[src/rtl/fx2f_pkg.sv]
package fx2f_pkg;
  localparam int EXP_W  = 8;
  localparam int MANT_W = 23;
  localparam int BIAS   = 127;

  typedef struct packed {
    logic              sign;
    logic [EXP_W-1:0]  expo;
    logic [MANT_W-1:0] mant;
  } sp_word_t;
endpackage

[src/rtl/fx2f_operand.sv]
module fx2f_operand #(
  parameter int IN_W   = 32,
  parameter int HALF_W = 16
) (
  input  logic [IN_W-1:0] din,
  input  logic            is_signed,
  input  logic            is_half,
  output logic            neg,
  output logic [IN_W-1:0] mag
);
  localparam int UP_W = IN_W - HALF_W;

  logic [IN_W-1:0] ext;
  logic            top_bit;

  always_comb begin
    top_bit = is_signed & din[HALF_W-1];
    if (is_half) begin
      ext = {{UP_W{top_bit}}, din[HALF_W-1:0]};
    end else begin
      ext = din;
    end
    neg = is_signed & ext[IN_W-1];
    // Two's-complement negate; the most negative value maps onto itself,
    // which read as unsigned is exactly its magnitude.
    mag = neg ? (~ext + {{(IN_W-1){1'b0}}, 1'b1}) : ext;
  end
endmodule

[src/rtl/fx2f_lead_one.sv]
module fx2f_lead_one #(
  parameter int IN_W  = 32,
  parameter int POS_W = 5
) (
  input  logic [IN_W-1:0]  vec,
  output logic [POS_W-1:0] pos,
  output logic             any
);
  logic [IN_W-1:0] above;
  logic [IN_W-1:0] hit;

  assign above[IN_W-1] = 1'b0;
  genvar gi;
  generate
    for (gi = IN_W - 2; gi >= 0; gi--) begin : g_above
      assign above[gi] = above[gi+1] | vec[gi+1];
    end
    for (gi = 0; gi < IN_W; gi++) begin : g_hit
      assign hit[gi] = vec[gi] & ~above[gi];
    end
  endgenerate

  always_comb begin
    pos = '0;
    for (int i = 0; i < IN_W; i++) begin
      if (hit[i]) pos = pos | POS_W'(i);
    end
    any = |vec;
  end
endmodule

[src/rtl/fx2f_round.sv]
module fx2f_round
  import fx2f_pkg::*;
#(
  parameter int IN_W   = 32,
  parameter int POS_W  = 5,
  parameter int FRAC_W = 6
) (
  input  logic [IN_W-1:0]   mag,
  input  logic [POS_W-1:0]  pos,
  input  logic              any,
  input  logic              neg,
  input  logic [FRAC_W-1:0] frac,
  output sp_word_t          result,
  output logic              inexact
);
  localparam int KEEP = MANT_W + 1;
  localparam int DROP = IN_W - KEEP;

  logic [IN_W-1:0]  norm;
  logic [POS_W-1:0] shamt;
  logic [KEEP-1:0]  sig;
  logic             guard;
  logic             sticky;
  logic             bump;
  logic [KEEP:0]    sum;
  logic             carry;
  int               exp_i;

  always_comb begin
    shamt  = POS_W'(IN_W - 1) - pos;
    norm   = mag << shamt;
    sig    = norm[IN_W-1 -: KEEP];
    guard  = norm[DROP-1];
    sticky = |norm[DROP-2:0];
    bump   = guard & (sticky | sig[0]);
    sum    = {1'b0, sig} + {{KEEP{1'b0}}, bump};
    carry  = sum[KEEP];
    exp_i  = BIAS + int'(pos) - int'(frac) + int'(carry);

    if (any) begin
      result.sign = neg;
      result.expo = EXP_W'(exp_i);
      result.mant = carry ? '0 : sum[MANT_W-1:0];
      inexact     = guard | sticky;
    end else begin
      result  = '0;
      inexact = 1'b0;
    end
  end
endmodule

[src/rtl/fx2f_conv.sv]
module fx2f_conv
  import fx2f_pkg::*;
#(
  parameter int IN_W   = 32,
  parameter int HALF_W = 16,
  parameter int FRAC_W = 6
) (
  input  logic              clk,
  input  logic              rst_n,
  input  logic              in_valid,
  input  logic [IN_W-1:0]   in_data,
  input  logic              in_signed,
  input  logic              in_half,
  input  logic [FRAC_W-1:0] in_frac,
  output logic              out_valid,
  output logic [31:0]       out_result,
  output logic              out_inexact
);
  localparam int POS_W = $clog2(IN_W);

  // reset synchroniser: assert asynchronously, release on clock
  logic rst_meta, rst_int_n;
  always_ff @(posedge clk or negedge rst_n) begin
    if (!rst_n) begin
      rst_meta  <= 1'b0;
      rst_int_n <= 1'b0;
    end else begin
      rst_meta  <= 1'b1;
      rst_int_n <= rst_meta;
    end
  end

  // stage 1: operand extension
  logic            op_neg;
  logic [IN_W-1:0] op_mag;

  fx2f_operand #(.IN_W(IN_W), .HALF_W(HALF_W)) u_operand (
    .din       (in_data),
    .is_signed (in_signed),
    .is_half   (in_half),
    .neg       (op_neg),
    .mag       (op_mag)
  );

  logic              s1_valid_q, s1_valid_d;
  logic              s1_neg_q,   s1_neg_d;
  logic [IN_W-1:0]   s1_mag_q,   s1_mag_d;
  logic [FRAC_W-1:0] s1_frac_q,  s1_frac_d;

  always_comb begin
    s1_valid_d = in_valid;
    s1_neg_d   = s1_neg_q;
    s1_mag_d   = s1_mag_q;
    s1_frac_d  = s1_frac_q;
    if (in_valid) begin
      s1_neg_d  = op_neg;
      s1_mag_d  = op_mag;
      s1_frac_d = in_frac;
    end
  end

  always_ff @(posedge clk or negedge rst_int_n) begin
    if (!rst_int_n) begin
      s1_valid_q <= 1'b0;
      s1_neg_q   <= 1'b0;
      s1_mag_q   <= '0;
      s1_frac_q  <= '0;
    end else begin
      s1_valid_q <= s1_valid_d;
      s1_neg_q   <= s1_neg_d;
      s1_mag_q   <= s1_mag_d;
      s1_frac_q  <= s1_frac_d;
    end
  end

  // stage 2: normalise, round, pack
  logic [POS_W-1:0] lead_pos;
  logic             lead_any;
  sp_word_t         rnd_word;
  logic             rnd_inexact;

  fx2f_lead_one #(.IN_W(IN_W), .POS_W(POS_W)) u_lead (
    .vec (s1_mag_q),
    .pos (lead_pos),
    .any (lead_any)
  );

  fx2f_round #(.IN_W(IN_W), .POS_W(POS_W), .FRAC_W(FRAC_W)) u_round (
    .mag     (s1_mag_q),
    .pos     (lead_pos),
    .any     (lead_any),
    .neg     (s1_neg_q),
    .frac    (s1_frac_q),
    .result  (rnd_word),
    .inexact (rnd_inexact)
  );

  logic        o_valid_q, o_valid_d;
  sp_word_t    o_word_q,  o_word_d;
  logic        o_inex_q,  o_inex_d;

  always_comb begin
    o_valid_d = s1_valid_q;
    o_word_d  = o_word_q;
    o_inex_d  = o_inex_q;
    if (s1_valid_q) begin
      o_word_d = rnd_word;
      o_inex_d = rnd_inexact;
    end
  end

  always_ff @(posedge clk or negedge rst_int_n) begin
    if (!rst_int_n) begin
      o_valid_q <= 1'b0;
      o_word_q  <= '0;
      o_inex_q  <= 1'b0;
    end else begin
      o_valid_q <= o_valid_d;
      o_word_q  <= o_word_d;
      o_inex_q  <= o_inex_d;
    end
  end

  assign out_valid   = o_valid_q;
  assign out_result  = o_word_q;
  assign out_inexact = o_inex_q;
endmodule

[config.mk]
export PLATFORM = sky130hd
export DESIGN_NAME = fx2f_conv
export DESIGN_NICKNAME = d
export VERILOG_FILES = /design/src/rtl/fx2f_pkg.sv /design/src/rtl/fx2f_operand.sv /design/src/rtl/fx2f_lead_one.sv /design/src/rtl/fx2f_round.sv /design/src/rtl/fx2f_conv.sv
export SDC_FILE = /design/constraint.sdc
export NUM_CORES = 1
export LEC_CHECK = 0
export BUFFER_PORTS_ARGS = -buffer_cell sky130_fd_sc_hd__clkbuf_2
export CAP_MARGIN = 40
export CELL_PAD_IN_SITES_DETAIL_PLACEMENT = 0
export CELL_PAD_IN_SITES_GLOBAL_PLACEMENT = 2
export CORE_MARGIN = 10
export CORE_UTILIZATION = 40
export CTS_BUF_LIST = sky130_fd_sc_hd__clkbuf_4 sky130_fd_sc_hd__clkbuf_8
export CTS_CLUSTER_DIAMETER = 40
export CTS_CLUSTER_SIZE = 12
export DETAILED_ROUTE_END_ITERATION = 10
export MAX_ROUTING_LAYER = met4
export PLACE_DENSITY_LB_ADDON = 0.12
export SETUP_SLACK_MARGIN = 0.5
export SKIP_LAST_GASP = 1
export SLEW_MARGIN = 40
export SYNTH_ARGS = -nofsm -noshare
export SYNTH_HDL_FRONTEND = slang
export SYNTH_SLANG_ARGS = --single-unit
[constraint.sdc]
create_clock -name clk -period 3.6 [get_ports clk]
set_input_delay 0.18 -clock clk [delete_from_list [all_inputs] [get_ports clk]]
set_output_delay 0.18 -clock clk [all_outputs]
set_load 0.005 [all_outputs]
-- After elaboration in Yosys (flattened, before gate mapping)
Cells that the tools add are included.
- bits in registers: 76
- output and inout bits: 34
- word-level logic and storage cells: 151
- $add $sub $neg: 6
- shifts and indexed selects: 1
- mux-type cells: 36
- bitwise operators: 95
- reduce and logical (&&, ||, !) cells: 2
- operators by type and width (cell ; number):
    32-bit 2-to-1 mux ; 3
    5-bit 2-to-1 mux ; 16
    1-bit bitwise AND ; 33
    32-bit by 1-bit adder with 32-bit output (second input constant) ; 1
    4-bit 2-to-1 mux ; 8
    32-bit inverter ; 1
    32-bit OR reduction ; 1
    32-bit by 5-bit << shifter with 32-bit output ; 1
    1-bit bitwise OR ; 31
    1-bit inverter ; 30
    24-bit by 1-bit adder with 25-bit output ; 1
    23-bit 2-to-1 mux ; 1
    3-bit 2-to-1 mux ; 4
    7-bit by 5-bit adder with 8-bit output (first input constant) ; 1
    8-bit by 2-bit adder with 8-bit output ; 1
    8-bit by 7-bit subtractor with 8-bit output ; 1
    7-bit OR reduction ; 1
    5-bit subtractor (first input constant) ; 1
    2-bit 2-to-1 mux ; 2
    1-bit 2-to-1 mux ; 2

-- Logic depth before layout (Yosys ltp)
- word-level depth: 70
- gate-level depth with buffers: 27

-- Modules after synthesis
From an unflattened synthesis, not the netlist that was laid out.
- cells, all modules: 696
- area total of the unflattened synthesis: 7308.3 µm²
- by module, submodules not included (module ; instances ; cells each ; area an instance (µm²)):
    fx2f_round ; 1 ; 319 ; 3031.7
    fx2f_conv ; 1 ; 157 ; 2834.0
    fx2f_operand ; 1 ; 166 ; 1113.6
    fx2f_lead_one ; 1 ; 54 ; 329.1

-- Worst setup path before layout
Ideal clock, no wire load.
- path type: register to register
- start: reg s1_mag_q[27]
- end: reg o_word_q (netlist bit out_result[27])
- library setup time: 0.121 ns
- data arrival time: 5.607 ns
- data required time: 3.479 ns
- path slack: -2.128 ns
- stages on the path, launching flop included: 26
- path buffers: 3
- period minus slack after synthesis: 5.728 ns
- cells stage by stage: dfrtp_1 -> buf_6 -> or4_1 -> buf_2 -> nor4_4 -> inv_2 -> o211ai_2 -> or4_1 -> buf_4 -> inv_4 -> mux2i_1 -> a32o_1 -> a211oi_2 -> and3_1 -> ha_1 -> nand3b_1 -> nor4_4 -> nand3_2 -> or3_4 -> fa_1 -> fa_1 -> nor2b_1 -> o21ai_0 -> nand2b_1 -> xor2_1 -> a22o_1
- cells in the longest elaborated chain, start to end: 67
- ends and longest elaborated chain (item ; line ; source):
    start, declared ; fx2f_conv.sv:47 ; logic [IN_W-1:0] s1_mag_q, s1_mag_d;
    start signal, assigned ; fx2f_conv.sv:71 ; s1_mag_q <= s1_mag_d;
    1-bit bitwise OR (26 in a row) ; fx2f_lead_one.sv:16 ; assign above[gi] = above[gi+1] | vec[gi+1];
    1-bit inverter ; fx2f_lead_one.sv:19 ; assign hit[gi] = vec[gi] & ~above[gi];
    1-bit bitwise AND ; fx2f_lead_one.sv:19 ;
    1-bit 2-to-1 mux ; fx2f_lead_one.sv:26 ; if (hit[i]) pos = pos | POS_W'(i);
    2-bit 2-to-1 mux (2 in a row) ; fx2f_lead_one.sv:26 ;
    3-bit 2-to-1 mux (4 in a row) ; fx2f_lead_one.sv:26 ;
    4-bit 2-to-1 mux (8 in a row) ; fx2f_lead_one.sv:26 ;
    5-bit 2-to-1 mux (16 in a row) ; fx2f_lead_one.sv:26 ;
    5-bit subtractor ; fx2f_round.sv:30 ; shamt = POS_W'(IN_W - 1) - pos;
    32-bit by 5-bit << shifter with 32-bit output ; fx2f_round.sv:31 ; norm = mag << shamt;
    7-bit OR reduction ; fx2f_round.sv:34 ; sticky = |norm[DROP-2:0];
    1-bit bitwise OR ; fx2f_round.sv:35 ; bump = guard & (sticky | sig[0]);
    1-bit bitwise AND ; fx2f_round.sv:35 ;
    24-bit by 1-bit adder with 25-bit output ; fx2f_round.sv:36 ; sum = {1'b0, sig} + {{KEEP{1'b0}}, bump};
    8-bit by 2-bit adder with 8-bit output ; fx2f_round.sv:38 ; exp_i = BIAS + int'(pos) - int'(frac) + int'(carry);
    32-bit 2-to-1 mux * ; fx2f_round.sv:40 ; if (any) begin
    end signal, assigned ; fx2f_conv.sv:119 ; o_word_q <= o_word_d;
    end, declared ; fx2f_conv.sv:99 ; sp_word_t o_word_q, o_word_d;
Mark *: on every way between the ends. The rest lies on a longest branch, timed or not.
A chain may end at the register's enable or synchronous reset.

-- Worst setup path in the final report
- start: reg s1_mag_q[19]
- end: reg o_word_q (netlist bit out_result[27])
- cells in the longest elaborated chain, start to end: 59
- ends and longest elaborated chain (item ; line):
    1-bit bitwise OR (18 in a row) ; fx2f_lead_one.sv:16
    1-bit inverter ; fx2f_lead_one.sv:19
    1-bit bitwise AND ; fx2f_lead_one.sv:19
    1-bit 2-to-1 mux ; fx2f_lead_one.sv:26
    2-bit 2-to-1 mux (2 in a row) ; fx2f_lead_one.sv:26
    3-bit 2-to-1 mux (4 in a row) ; fx2f_lead_one.sv:26
    4-bit 2-to-1 mux (8 in a row) ; fx2f_lead_one.sv:26
    5-bit 2-to-1 mux (16 in a row) ; fx2f_lead_one.sv:26
    5-bit subtractor ; fx2f_round.sv:30
    32-bit by 5-bit << shifter with 32-bit output ; fx2f_round.sv:31
    7-bit OR reduction ; fx2f_round.sv:34
    1-bit bitwise OR ; fx2f_round.sv:35
    1-bit bitwise AND ; fx2f_round.sv:35
    24-bit by 1-bit adder with 25-bit output ; fx2f_round.sv:36
    8-bit by 2-bit adder with 8-bit output ; fx2f_round.sv:38
    32-bit 2-to-1 mux * ; fx2f_round.sv:40
Marked as above.

==> results.cfg <==
[setup_path]
start_kind = flop
rr_endpoint = out_result[27]
r2r_cells = 25
critPathKind = reg -> reg
cp_data_required_time_ns = 3.86
setup.worst_path.start = s1_mag_q[19]
crit_end = out_result[27]
critical_path_peak_fanout = 14
r2r_start = s1_mag_q[19]
end_kind = flop
arrival_ns = 5.68
rrSetupSlack_ns = -1.82

[grt]
track_usage_pct = 24.7
grt_max_degree = 54
grt_pass1_wl_um = 43600
gr-total-overflow = 0
antenna_found_initial = 0
grt_pass1_vias = 8244

[pwr]
power_leakage_nw = 4.48
powerDensity_nw_per_um2 = 505
ir_drop_mv = 0.244

[sta]
finalCriticalPeriod_ns = 5.42
maxSlewHeadroom_pct = 38.3
tns_ns = -33.80
slew_viol_final = 0
tightest_slew_ns = 0.914
final-hold-violation-count = 0
fin_crit_sh_pct = 151
fin_skew_ns = 0.0261
setup-violations-final = 32
setup_ws_ns = -1.82
rsz0062_at_grt = true
fmax_mhz = 184

[synthesis]
synth_cells = 819
ys_types = 87
yosysWarnings = 0
ys_async_sr_fraction_pct = 100
syn_nets = 870
ys.flop_type = dfrtp_1
synth_top_area_cell = dfrtp_1
synth_edf_count = 0
yosysTopAreaCellShare_pct = 27.9
ys_ff_latch = 76
syn_avg_cell_area_um2 = 8.34
synthesis.area_um2 = 6830
ys_seq_area_share_pct = 27.9
synth.area.top_cells = dfrtp_1 28%, a21oi_1 4.8%, mux2i_1 4.7%

[final_layout]
most-common-layout-cells = 266 x buf_4, 75 x clkbuf_2, 75 x dfrtp_1, 68 x nor2_1, 62 x nand2_1
nNetsFinal = 1187
layout-drive-gt1-share_pct = 43.5
diodes = 0
mostFrequentLayoutCell = buf_4
syn_to_final_growth_pct = 48.7
finalNonFillerCells = 1361

[drt]
post-route-drc-count = 0
wirelength_um = 27800
antenna_left = 0
vias = 7992
wire_per_inst_um = 20.4
viasPerCell = 5.87
dr.pass1.iters = 6
drt_iter0_drc = 794

[clock_tree]
clockRootBuffer = clkbuf_8
clk-insertion-delay-late_ns = 0.39
numCtsBuffers = 9
cts.clk_slew.worst_paths_ns = 0.10
clockBufferDepth = 2
cts_tree = done
h-tree-depth = 3
cts_sinks = 76

[placement]
globalplace.congestion = 1.01
dp.final_hpwl_um = 21600
pre_cts_slack_ns = -1.91
place_inst = 1307
io_buffers = 76

[floorplanning]
initial_core_util_pct = 41.0
die_h_um = 151
core_um2 = 16600
dieArea_um2 = 22700
ios = 77
fp.dieW_um = 151
rows = 47

[min_path]
hold_path_class = in -> reg

[flow_run]
maxCapViolCount = 0

[status]
status = finished, violations left
violations = setup timing
## Yosys cell counts, types with 7 or more instances
library cell   n
dfrtp_1       76
nor2_1        74
a21oi_1       65
nand2_1       63
o21ai_0       51
nand3_1       38
mux2i_1       32
clkbuf_1      31
xnor2_1       24
o2bb2ai_1     23
xor2_1        22
mux2_2        21
inv_1         19
buf_2         12
nor3_1        12
a21o_1        11
o31ai_1       11
o211ai_1      10
or4_1         10
a22o_1         9
nor2b_1        9
nor4_1         9
o41ai_1        9
a211oi_1       8
a31oi_1        8
a32oi_1        8
nand2b_1       8
and2_1         7
buf_6          7
nand4_1        7
## layer usage
layer,GRT usage (%),share of wire [%],routed length [um]
met4,12.5,5.0,1390
met5,-,0,0
met3,3.72,5.6,1570
met1,28.4,40,11200
met2,41.4,49,13600
## through the flow
stage                     area (um2)  total power [W]  util, %  hold slack (ns)
after floorplan                 6920          0.00267        -           -0.116
after global placement          9140          0.00404     54.9          -0.0336
after detailed placement        9140          0.00407     54.9          -0.0292
after CTS                       9850          0.00496     59.2         0.000914
after global routing           10100          0.00541     61.0           0.0123
final                          10100          0.00513     61.0          0.00920
## worst min path at each step
stage	startpoint	slack, ns	depth (start not counted)	endpoint
3_3_place_gp	rst_n	-0.03	1	rst_meta
3_5_place_dp	rst_n	-0.03	1	rst_int_n
6_report	in_frac[3]	0.009	3	s1_frac_q[3]
2_1_floorplan	rst_n	-0.12	0	rst_int_n
5_1_grt	in_frac[5]	0.01	2	s1_frac_q[5]
4_1_cts	in_frac[3]	0.0009	3	s1_frac_q[3]
## cell families (layout without fill, tap and decap cells)
logic type	Yosys count	after routing	synth area share, %
muxes	56	56	9.02
buffers and inverters	80	402	5.65
and+or+nand+nor	271	271	20.7
adders and majority gates	8	8	1.69
AOI/OAI and AO/OA	281	281	29.2
other	1	1	0.0549
xor gates and xnor gates	46	46	5.90
DFF	76	76	27.9
## critical path: stages, from the launching register on
cell and delay (ns):
dfrtp_1 0.43, buf_4 0.17, nor4_1 0.46, a21oi_1 0.18
o21ai_1 0.31, buf_4 0.25, nor2_1 0.07, o2bb2ai_2 0.30
a21oi_4 0.10, a211oi_2 0.26, buf_4 0.14, buf_4 0.09
buf_4 0.09, buf_4 0.09, buf_4 0.13, a221oi_4 0.08
nor4_2 0.26, nand2_1 0.14, or3_4 0.44, fa_2 0.37
fa_2 0.35, nor2b_1 0.12, o21ai_1 0.08, nand2b_1 0.12
xor2_1 0.08, a22o_1 0.18
## final cells by class
| class | instances | area (um2) |
|---|---|---|
| Clock buffer | 10 | 131 |
| Clock inverter | 6 | 65.1 |
| Fill cell | 1461 | 6490 |
| Inverter | 24 | 103 |
| Multi-Input combinational cell | 663 | 5020 |
| Sequential cell | 76 | 1910 |
| Tap cell | 220 | 275 |
| Timing Repair Buffer | 362 | 2650 |
## where the power goes
group	internal, W	total [W]	switching, W
clock	0.000329	0.000670	0.000341
combinational	0.00161	0.00328	0.00167
sequential	0.00104	0.00118	0.000143
total	0.00298	0.00513	0.00215
## what timing repair did
| action | CTS | global route |
|---|---|---|
| gates resized for setup | 57 | 45 |
| gates cloned | 1 | 0 |
| setup endpoints to repair | 36 | 37 |
| hold buffers | 2 | 0 |
| buffers inserted | 21 | 14 |
| endpoints found under the hold margin | 3 | 0 |
| pin swaps | 43 | 28 |
No activity file was read; power rests on OpenSTA's default activity.
